==> src/rtl/burst_seq_pkg.sv <==
package burst_seq_pkg;

    typedef enum logic {
        ORD_SEQ = 1'b0,
        ORD_ILV = 1'b1
    } order_e;

    typedef enum logic {
        LEN_4 = 1'b0,
        LEN_8 = 1'b1
    } blen_e;

    typedef struct packed {
        blen_e  len;
        order_e ord;
    } mode_t;

    localparam logic [2:0] LEN4_CODE = 3'b010;
    localparam logic [2:0] LEN8_CODE = 3'b011;
    localparam int         ORD_BIT   = 3;
    localparam int         BEAT_W    = 3;

    localparam mode_t MODE_RESET = '{len: LEN_4, ord: ORD_SEQ};

    function automatic logic [BEAT_W-1:0] final_beat(input blen_e len);
        return (len == LEN_8) ? 3'd7 : 3'd3;
    endfunction

endpackage

==> src/rtl/burst_mode_reg.sv <==
module burst_mode_reg
    import burst_seq_pkg::*;
#(
    parameter int MODE_W = 13
) (
    input  logic              clk,
    input  logic              rst,
    input  logic              wr_i,
    input  logic [MODE_W-1:0] word_i,
    output mode_t             mode_o
);

    typedef struct packed {
        mode_t mode;
    } mreg_t;

    mreg_t st_d, st_q;
    logic  code_ok;

    always_comb begin
        st_d    = st_q;
        code_ok = (word_i[2:0] == LEN4_CODE) || (word_i[2:0] == LEN8_CODE);
        if (wr_i && code_ok) begin
            st_d.mode.len = (word_i[2:0] == LEN8_CODE) ? LEN_8 : LEN_4;
            st_d.mode.ord = word_i[ORD_BIT] ? ORD_ILV : ORD_SEQ;
        end
    end

    always_ff @(posedge clk) begin
        if (rst) begin
            st_q.mode <= MODE_RESET;
        end else begin
            st_q <= st_d;
        end
    end

    assign mode_o = st_q.mode;

    // an unrecognised length code leaves the register untouched
    p_bad_code_hold_r2: assert property (@(posedge clk) disable iff (rst)
        (wr_i && (word_i[2:0] != LEN4_CODE) && (word_i[2:0] != LEN8_CODE))
        |=> $stable(mode_o));

    // reset leaves length 4, sequential
    p_reset_mode_r1: assert property (@(posedge clk)
        $past(rst) |-> (mode_o == MODE_RESET));

endmodule

==> src/rtl/burst_beat_addr.sv <==
module burst_beat_addr
    import burst_seq_pkg::*;
#(
    parameter int COL_W = 12
) (
    input  logic [COL_W-1:0]  base_i,
    input  logic [BEAT_W-1:0] beat_i,
    input  mode_t             mode_i,
    output logic [COL_W-1:0]  addr_o
);

    logic [1:0] low_bits;
    logic       nib_bit;

    always_comb begin
        if (mode_i.ord == ORD_ILV) begin
            low_bits = base_i[1:0] ^ beat_i[1:0];
        end else begin
            low_bits = base_i[1:0] + beat_i[1:0];
        end
        if (mode_i.len == LEN_8) begin
            nib_bit = base_i[2] ^ beat_i[2];
        end else begin
            nib_bit = base_i[2];
        end
    end

    assign addr_o[2:0] = {nib_bit, low_bits};

    generate
        if (COL_W > 3) begin : g_upper
            assign addr_o[COL_W-1:3] = base_i[COL_W-1:3];
        end
    endgenerate

endmodule

==> src/rtl/burst_ctrl.sv <==
module burst_ctrl
    import burst_seq_pkg::*;
#(
    parameter int COL_W = 12
) (
    input  logic              clk,
    input  logic              rst,
    input  logic              start_i,
    input  logic [COL_W-1:0]  start_col_i,
    input  mode_t             mode_i,
    output logic              busy_o,
    output logic [BEAT_W-1:0] beat_o,
    output logic [COL_W-1:0]  base_o,
    output mode_t             mode_o,
    output logic              last_o,
    output logic              err_o
);

    typedef struct packed {
        logic              busy;
        logic [BEAT_W-1:0] beat;
        logic [COL_W-1:0]  base;
        mode_t             mode;
        logic              err;
    } ctrl_t;

    ctrl_t st_d, st_q;
    logic  last_c;
    logic  accept_c;

    always_comb begin
        st_d     = st_q;
        st_d.err = 1'b0;
        last_c   = st_q.busy && (st_q.beat == final_beat(st_q.mode.len));
        accept_c = start_i && (!st_q.busy || last_c);

        if (accept_c) begin
            st_d.busy = 1'b1;
            st_d.beat = '0;
            st_d.base = start_col_i;
            st_d.mode = mode_i;
        end else if (st_q.busy) begin
            if (last_c) begin
                st_d.busy = 1'b0;
            end else begin
                st_d.beat = st_q.beat + 1'b1;
            end
        end

        if (start_i && st_q.busy && !last_c) begin
            st_d.err = 1'b1;
        end
    end

    always_ff @(posedge clk) begin
        if (rst) begin
            st_q.busy <= 1'b0;
            st_q.beat <= '0;
            st_q.base <= '0;
            st_q.mode <= MODE_RESET;
            st_q.err  <= 1'b0;
        end else begin
            st_q <= st_d;
        end
    end

    assign busy_o = st_q.busy;
    assign beat_o = st_q.beat;
    assign base_o = st_q.base;
    assign mode_o = st_q.mode;
    assign last_o = last_c;
    assign err_o  = st_q.err;

    // a burst not on its last beat always advances by one beat
    p_no_stop_r3: assert property (@(posedge clk) disable iff (rst)
        (busy_o && !last_o) |=> (busy_o && (beat_o == $past(beat_o) + 3'd1)));

    // start on the final beat restarts at beat 0 next cycle
    p_seamless_r8: assert property (@(posedge clk) disable iff (rst)
        (last_o && start_i) |=> (busy_o && (beat_o == '0)));

    // an error pulse means the running burst simply moved on
    p_err_ignored_r9: assert property (@(posedge clk) disable iff (rst)
        err_o |-> (busy_o && (beat_o != '0)));

    // captured base and mode stay fixed within a burst
    p_hold_r10: assert property (@(posedge clk) disable iff (rst)
        (busy_o && !last_o) |=> ($stable(mode_o) && $stable(base_o)));

endmodule

==> src/rtl/burst_col_seq.sv <==
module burst_col_seq
    import burst_seq_pkg::*;
#(
    parameter int COL_W  = 12,
    parameter int MODE_W = 13
) (
    input  logic              clk,
    input  logic              rst,
    input  logic              mode_wr,
    input  logic [MODE_W-1:0] mode_word,
    input  logic              start,
    input  logic [COL_W-1:0]  start_col,
    output logic [COL_W-1:0]  col_out,
    output logic              col_valid,
    output logic              col_last,
    output logic              start_err
);

    mode_t             mode_reg_w;
    mode_t             burst_mode_w;
    logic              busy_w;
    logic [BEAT_W-1:0] beat_w;
    logic [COL_W-1:0]  base_w;
    logic              last_w;
    logic              err_w;

    burst_mode_reg #(.MODE_W(MODE_W)) u_mode (
        .clk    (clk),
        .rst    (rst),
        .wr_i   (mode_wr),
        .word_i (mode_word),
        .mode_o (mode_reg_w)
    );

    burst_ctrl #(.COL_W(COL_W)) u_ctrl (
        .clk         (clk),
        .rst         (rst),
        .start_i     (start),
        .start_col_i (start_col),
        .mode_i      (mode_reg_w),
        .busy_o      (busy_w),
        .beat_o      (beat_w),
        .base_o      (base_w),
        .mode_o      (burst_mode_w),
        .last_o      (last_w),
        .err_o       (err_w)
    );

    burst_beat_addr #(.COL_W(COL_W)) u_addr (
        .base_i (base_w),
        .beat_i (beat_w),
        .mode_i (burst_mode_w),
        .addr_o (col_out)
    );

    assign col_valid = busy_w;
    assign col_last  = last_w;
    assign start_err = err_w;

    // the last flag only appears on a valid beat
    p_last_valid_r3: assert property (@(posedge clk) disable iff (rst)
        col_last |-> col_valid);

    // upper column bits stay put from beat to beat
    p_upper_fixed_r7: assert property (@(posedge clk) disable iff (rst)
        (col_valid && !col_last) |=> (col_out[COL_W-1:3] == $past(col_out[COL_W-1:3])));

    // a length-4 burst never changes bit 2
    p_nibble_fixed_r4: assert property (@(posedge clk) disable iff (rst)
        (col_valid && !col_last && (burst_mode_w.len == LEN_4))
        |=> (col_out[2] == $past(col_out[2])));

    // error pulses last a single cycle
    p_err_pulse_r9: assert property (@(posedge clk) disable iff (rst)
        start_err |=> (!start_err || $past(start)));

endmodule

==> config.mk <==
export PLATFORM = sky130hd
export DESIGN_NAME = burst_col_seq
export DESIGN_NICKNAME = d
export VERILOG_FILES = /design/src/rtl/burst_seq_pkg.sv /design/src/rtl/burst_mode_reg.sv /design/src/rtl/burst_beat_addr.sv /design/src/rtl/burst_ctrl.sv /design/src/rtl/burst_col_seq.sv
export SDC_FILE = /design/constraint.sdc
export NUM_CORES = 1
export LEC_CHECK = 0
export BUFFER_PORTS_ARGS = -buffer_cell sky130_fd_sc_hd__buf_2
export CAP_MARGIN = 20
export CORE_MARGIN = 2
export CORE_UTILIZATION = 41
export CTS_CLUSTER_SIZE = 24
export DETAILED_ROUTE_END_ITERATION = 8
export GPL_TIMING_DRIVEN = 0
export PLACE_DENSITY_LB_ADDON = 0.25
export SLEW_MARGIN = 20
export SYNTH_ARGS = -nofsm -noshare
export SYNTH_HDL_FRONTEND = slang
export SYNTH_SLANG_ARGS = --single-unit
==> constraint.sdc <==
create_clock -name clk -period 1.3 [get_ports clk]
set_input_delay 0.26 -clock clk [delete_from_list [all_inputs] [get_ports clk]]
set_output_delay 0.26 -clock clk [all_outputs]
set_load 0.02 [all_outputs]
Word level (Yosys, flattened, before mapping):

Index checks and enable logic that the tools add are counted.

* output and inout bits: 15
* flip-flop bits (word level): 21
* logic and storage cells: 37
* input port bits: 29

* reductions and logical operators: 11
* bitwise gates (word level): 3
* $add $sub $neg: 2
* muxes and demuxes: 10
* equal/unequal tests: 3

Operator list (number)
* $mux W4: 2
* $eq A3 B2 Y1 const B: 2
* $mux W3: 2
* $logic_and A1 B1 Y1: 5
* $mux W1: 5
* $add A3 B1 Y3 const B: 1
* $eq A3 B3 Y1: 1
* $add A2 B2 Y2: 1
* $logic_not A1 Y1: 2
* $logic_or A1 B1 Y1: 2
* $mux W2: 1
* $reduce_and A2 Y1: 1
* $reduce_or A2 Y1: 1
* $xor A2 B2 Y2: 1
* $not A1 Y1: 1
* $xor A1 B1 Y1: 1

Depth between registers and ports, before layout:

* depth in word-level cells: 6
* mapped depth: 5
* depth with buffers taken out: 4

Cells and area by module:

Synthesis repeated with hierarchy kept, for this count alone.

* cells, all modules: 112
* area, all modules: 1107.3 µm²

By module, submodules not included
* burst_ctrl: area an instance 889.6 µm², cells each 87, times used 1, sequential area each 380.4 µm²
* burst_beat_addr: area an instance 123.9 µm², cells each 16, times used 1, sequential area each 0.0 µm²
* burst_mode_reg: area an instance 93.8 µm², cells each 9, times used 1, sequential area each 40.0 µm²

Worst setup path after synthesis:

Ideal clock, no wire load.

* path type: reg-to-reg
* from: register u_ctrl.st_q, in the netlist u_ctrl.beat_o[0]
* to: register u_ctrl.st_q, in the netlist u_ctrl.base_o[0]
* required time: 1228 ps
* path buffers: 1
* setup time: 72 ps
* arrival: 1321 ps
* period minus slack after synthesis: 1393 ps
* path slack: -93 ps
* cell stages (with the launch flop): 6
* cells stage by stage: dfxtp_1 ha_1 inv_1 o31ai_4 buf_8 mux2i_1

* cells in the longest elaborated chain, start to end: 4

RTL lines
* from (decl): line burst_ctrl.sv:27 `ctrl_t st_d, st_q;`
* from (signal assigned): line burst_ctrl.sv:63 `st_q <= st_d;`
* $eq A3 B3 Y1: line burst_ctrl.sv:34 `last_c = st_q.busy && (st_q.beat == final_beat(st_q.mode.len));`
* $logic_and A1 B1 Y1: line burst_ctrl.sv:34
* $logic_or A1 B1 Y1: line burst_ctrl.sv:35 `accept_c = start_i && (!st_q.busy || last_c);`
* $logic_and A1 B1 Y1: line burst_ctrl.sv:35

No other way between the ends.
A chain may end at the register's enable or synchronous reset.

Worst setup path in the final report:

* from: register u_ctrl.st_q, in the netlist u_ctrl.beat_o[0]
* to: output col_out[1]

* cells in the longest elaborated chain, start to end: 2

RTL lines
* $add A2 B2 Y2: line burst_beat_addr.sv:19 `low_bits = base_i[1:0] + beat_i[1:0];`
* $mux W2: line burst_beat_addr.sv:16 `if (mode_i.ord == ORD_ILV) begin`
* to (decl): line burst_col_seq.sv:13 `output logic [COL_W-1:0] col_out,`

No other way between the ends.

==> impl_metrics.py <==
metrics = {
    "route": {
        "vias": 879,
        "wl_mm": 2.38,
        "drc_errors": 0,
        "drt_iter0_drc": 15,
        "drtPass1Iterations": 2,
        "wl_per_cell_um": 12.5,
        "vias_per_cell": 4.63,
        "ant_nets": 0,
    },
    "cts": {
        "insertion_delay_ns": 0.30,
        "root_buffer": "clkbuf_4",
        "cts_tree": "built",
        "clockBufferDepth": 2,
        "clk_pin_slew_ns": 0.13,
        "cts_made_buffers": 3,
        "cts_max_level": 1,
        "cts.sinks": 21,
    },
    "grt": {
        "grt_pass1_vias": 901,
        "track_usage": 0.166,
        "gr-total-overflow": 0,
        "grt_max_degree": 13,
        "antenna_found_initial": 0,
        "grt_pass1_wl_mm": 4.15,
    },
    "sta": {
        "worst_slew_pin_slew_ns": 0.421,
        "hold_violations": 0,
        "drv_slew": 0,
        "maxSlewHeadroom": 0.719,
        "setup_violations": 16,
        "fmax_ghz": 0.660,
        "fin_crit_ns": 1.51,
        "fin_skew_ns": 0.00505,
        "fin_crit_sh": 1.16,
        "rsz0062_at_grt": "yes",
        "tns_ns": -1.28,
        "fin_ws_ns": -0.214,
        "whs_ns": 0.190,
    },
    "place": {
        "portBuffers": 33,
        "dpl-instance-area_mm2": 0.00131,
        "hpwl_mm": 1.64,
        "place.gp.congestion": 0.662,
    },
    "synth": {
        "syn_area_mm2": 0.00110,
        "synth_warnings": 0,
        "syn-num-nets": 143,
        "avgSynthCellArea_um2": 9.79,
        "yosysUniqueCellTypes": 24,
        "ys_seq_area_frac": 0.384,
        "ys_ff_latch": 21,
        "netlist_instances": 112,
    },
    "layout": {
        "diodes": 0,
        "final_core_util": 0.624,
        "layout_common_cells": "30 x nand2b_1, 29 x buf_2, 17 x mux2i_1",
        "fillerInstances": 238,
        "area_delta_synth_final_pct": 42.4,
        "design_area_mm2": 0.00156,
        "layout_commonest_cell": "nand2b_1",
        "fin_nets": 192,
        "drive_gt1_frac": 0.488,
    },
    "power": {
        "finalPower_uw": 1340,
        "ir_drop_mv": 0.673,
        "power_per_cell_area_mw_per_mm2": 856,
        "p_leak_uw": 0.000735,
    },
    "die": {
        "coreArea_mm2": 0.00250,
        "die_w_um": 55.7,
        "start_util": 0.438,
        "die_y_um": 55.7,
        "fp.dieArea_mm2": 0.00310,
        "rows": 18,
        "top_level_ports": 44,
    },
    "worst_hold_path": {
        "hp-class": "in2reg",
        "whs_path_depth": 3,
    },
    "setup_path": {
        "endpoint_kind": "output pin",
        "worst-path-stages": 4,
        "worstSetupPathType": "reg2out",
        "critPathTopFamily": "flip-flops",
        "cp-start-kind": "flip-flop",
        "crit_fanout": 3,
        "path_cells": "ha_4 -> nor2b_4 -> xnor2_2 -> buf_4",
        "cp.buffers_inverters": 1,
        "critPathArrivalTime_ns": 1.25,
        "ff2ff_setup_slack_ns": -0.13,
        "required_ns": 1.04,
        "slowest_stage": "dfxtp_4",
        "slowest_delay_ns": 0.39,
        "rr_worst_depth": 5,
    },
    "run_status": {
        "violations": "negative setup slack",
        "status": "finished with violations",
    },
    "flow_run": {
        "max_cap_violations": 0,
    },
}
## Yosys cell counts (all sizes together)
cell	number	share of area
xnor2	3	0.024
nor3	1	0.0046
mux2	1	0.010
and3b	1	0.0091
buf	11	0.082
nor3b	1	0.0069
nor2	4	0.014
ha	2	0.023
nor2b	2	0.011
nand2b	30	0.17
nand3	1	0.0046
a21oi	2	0.0091
mux2i	17	0.16
dfxtp	21	0.38
o21ai	2	0.0091
o21a	1	0.0069
clkbuf	4	0.014
nand2	2	0.0069
o31ai	1	0.019
inv	2	0.0068
nand3b	2	0.014
xor2	1	0.015
## cells by family after synthesis
group | Yosys count | synth area share
xor+xnor | 4 | 0.0388
simple gates | 44 | 0.242
mux | 18 | 0.166
buf+inv | 17 | 0.103
fa+ha+maj | 2 | 0.0228
compound gates | 6 | 0.0445
flops | 21 | 0.384
## flip-flops by register name, summed over array words and instances, names as in the netlist
| register | cells |
|---|---|
| u_mode.mode_o | 2 |
| u_ctrl.busy_o | 1 |
| u_ctrl.beat_o | 3 |
| u_ctrl.err_o | 1 |
| u_ctrl.base_o | 12 |
| u_ctrl.mode_o | 2 |
## routing by layer
layer / GRT usage / part of all wire / vias up
li1: - / - / 453
met1: 0.206 / 0.44 / 404
met2: 0.304 / 0.52 / 22
met3: 0.0233 / 0.045 / 0
met4: 0.0314 / 0 / 0
met5: 0 / 0 / -
## final cells by class
type                            count  area [um^2]  share of cell area
Buffer                             14         97.6              0.0625
Clock buffer                        3         22.5              0.0144
Sequential cell                    21          437               0.280
Inverter                            2         10.0             0.00642
Tap cell                           30         37.5              0.0241
Timing Repair Buffer               45          308               0.197
Multi-Input combinational cell     74          643               0.412
Clock inverter                      1         5.00             0.00321
## repair_timing
item	4_1_cts	5_1_grt
pin swaps	6	5
gates resized for setup	26	7
buffers inserted	10	2
cloned	1	0
endpoints found under the setup margin	19	20
hold buffers	0	0
## path summary, 6_finish.rpt
path,end,startpoint
max,col_out[1],u_ctrl.beat_o[0]$_SDFFE_PP0P_
min,u_mode.mode_o[0]$_SDFFE_PP0P_,mode_word[3]
max reg2reg,u_ctrl.base_o[0]$_SDFFE_PP0P_,u_ctrl.beat_o[2]$_SDFFE_PP0P_
min reg2reg,u_ctrl.base_o[10]$_SDFFE_PP0P_,u_ctrl.base_o[10]$_SDFFE_PP0P_
## power breakdown
group	switching, uW	leakage (uW)	internal, uW
combinational	140	0.000542	176
sequential	27.7	0.000175	673
clock	205	0.0000177	114
total	373	0.000735	963
## worst register-to-register path: cells and delay by family (launching register included)
family | cells | cell delay [ns]
AOI/OAI and AO/OA | 1 | 0.32
xor gates and xnor gates | 1 | 0.20
buffers and inverters | 2 | 0.28
DFF | 1 | 0.39
muxes | 1 | 0.18
## per-stage QoR
| step | setup slack [ns] | cells |
|---|---|---|
| 3_5_place_dp | -0.205 | 175 |
| 5_1_grt | -0.271 | 190 |
| 3_3_place_gp | -0.176 | 175 |
| 6_report | -0.214 | 190 |
| 4_1_cts | -0.250 | 189 |
| 2_1_floorplan | -0.0426 | 112 |
No activity file was read; power rests on OpenSTA's default activity.
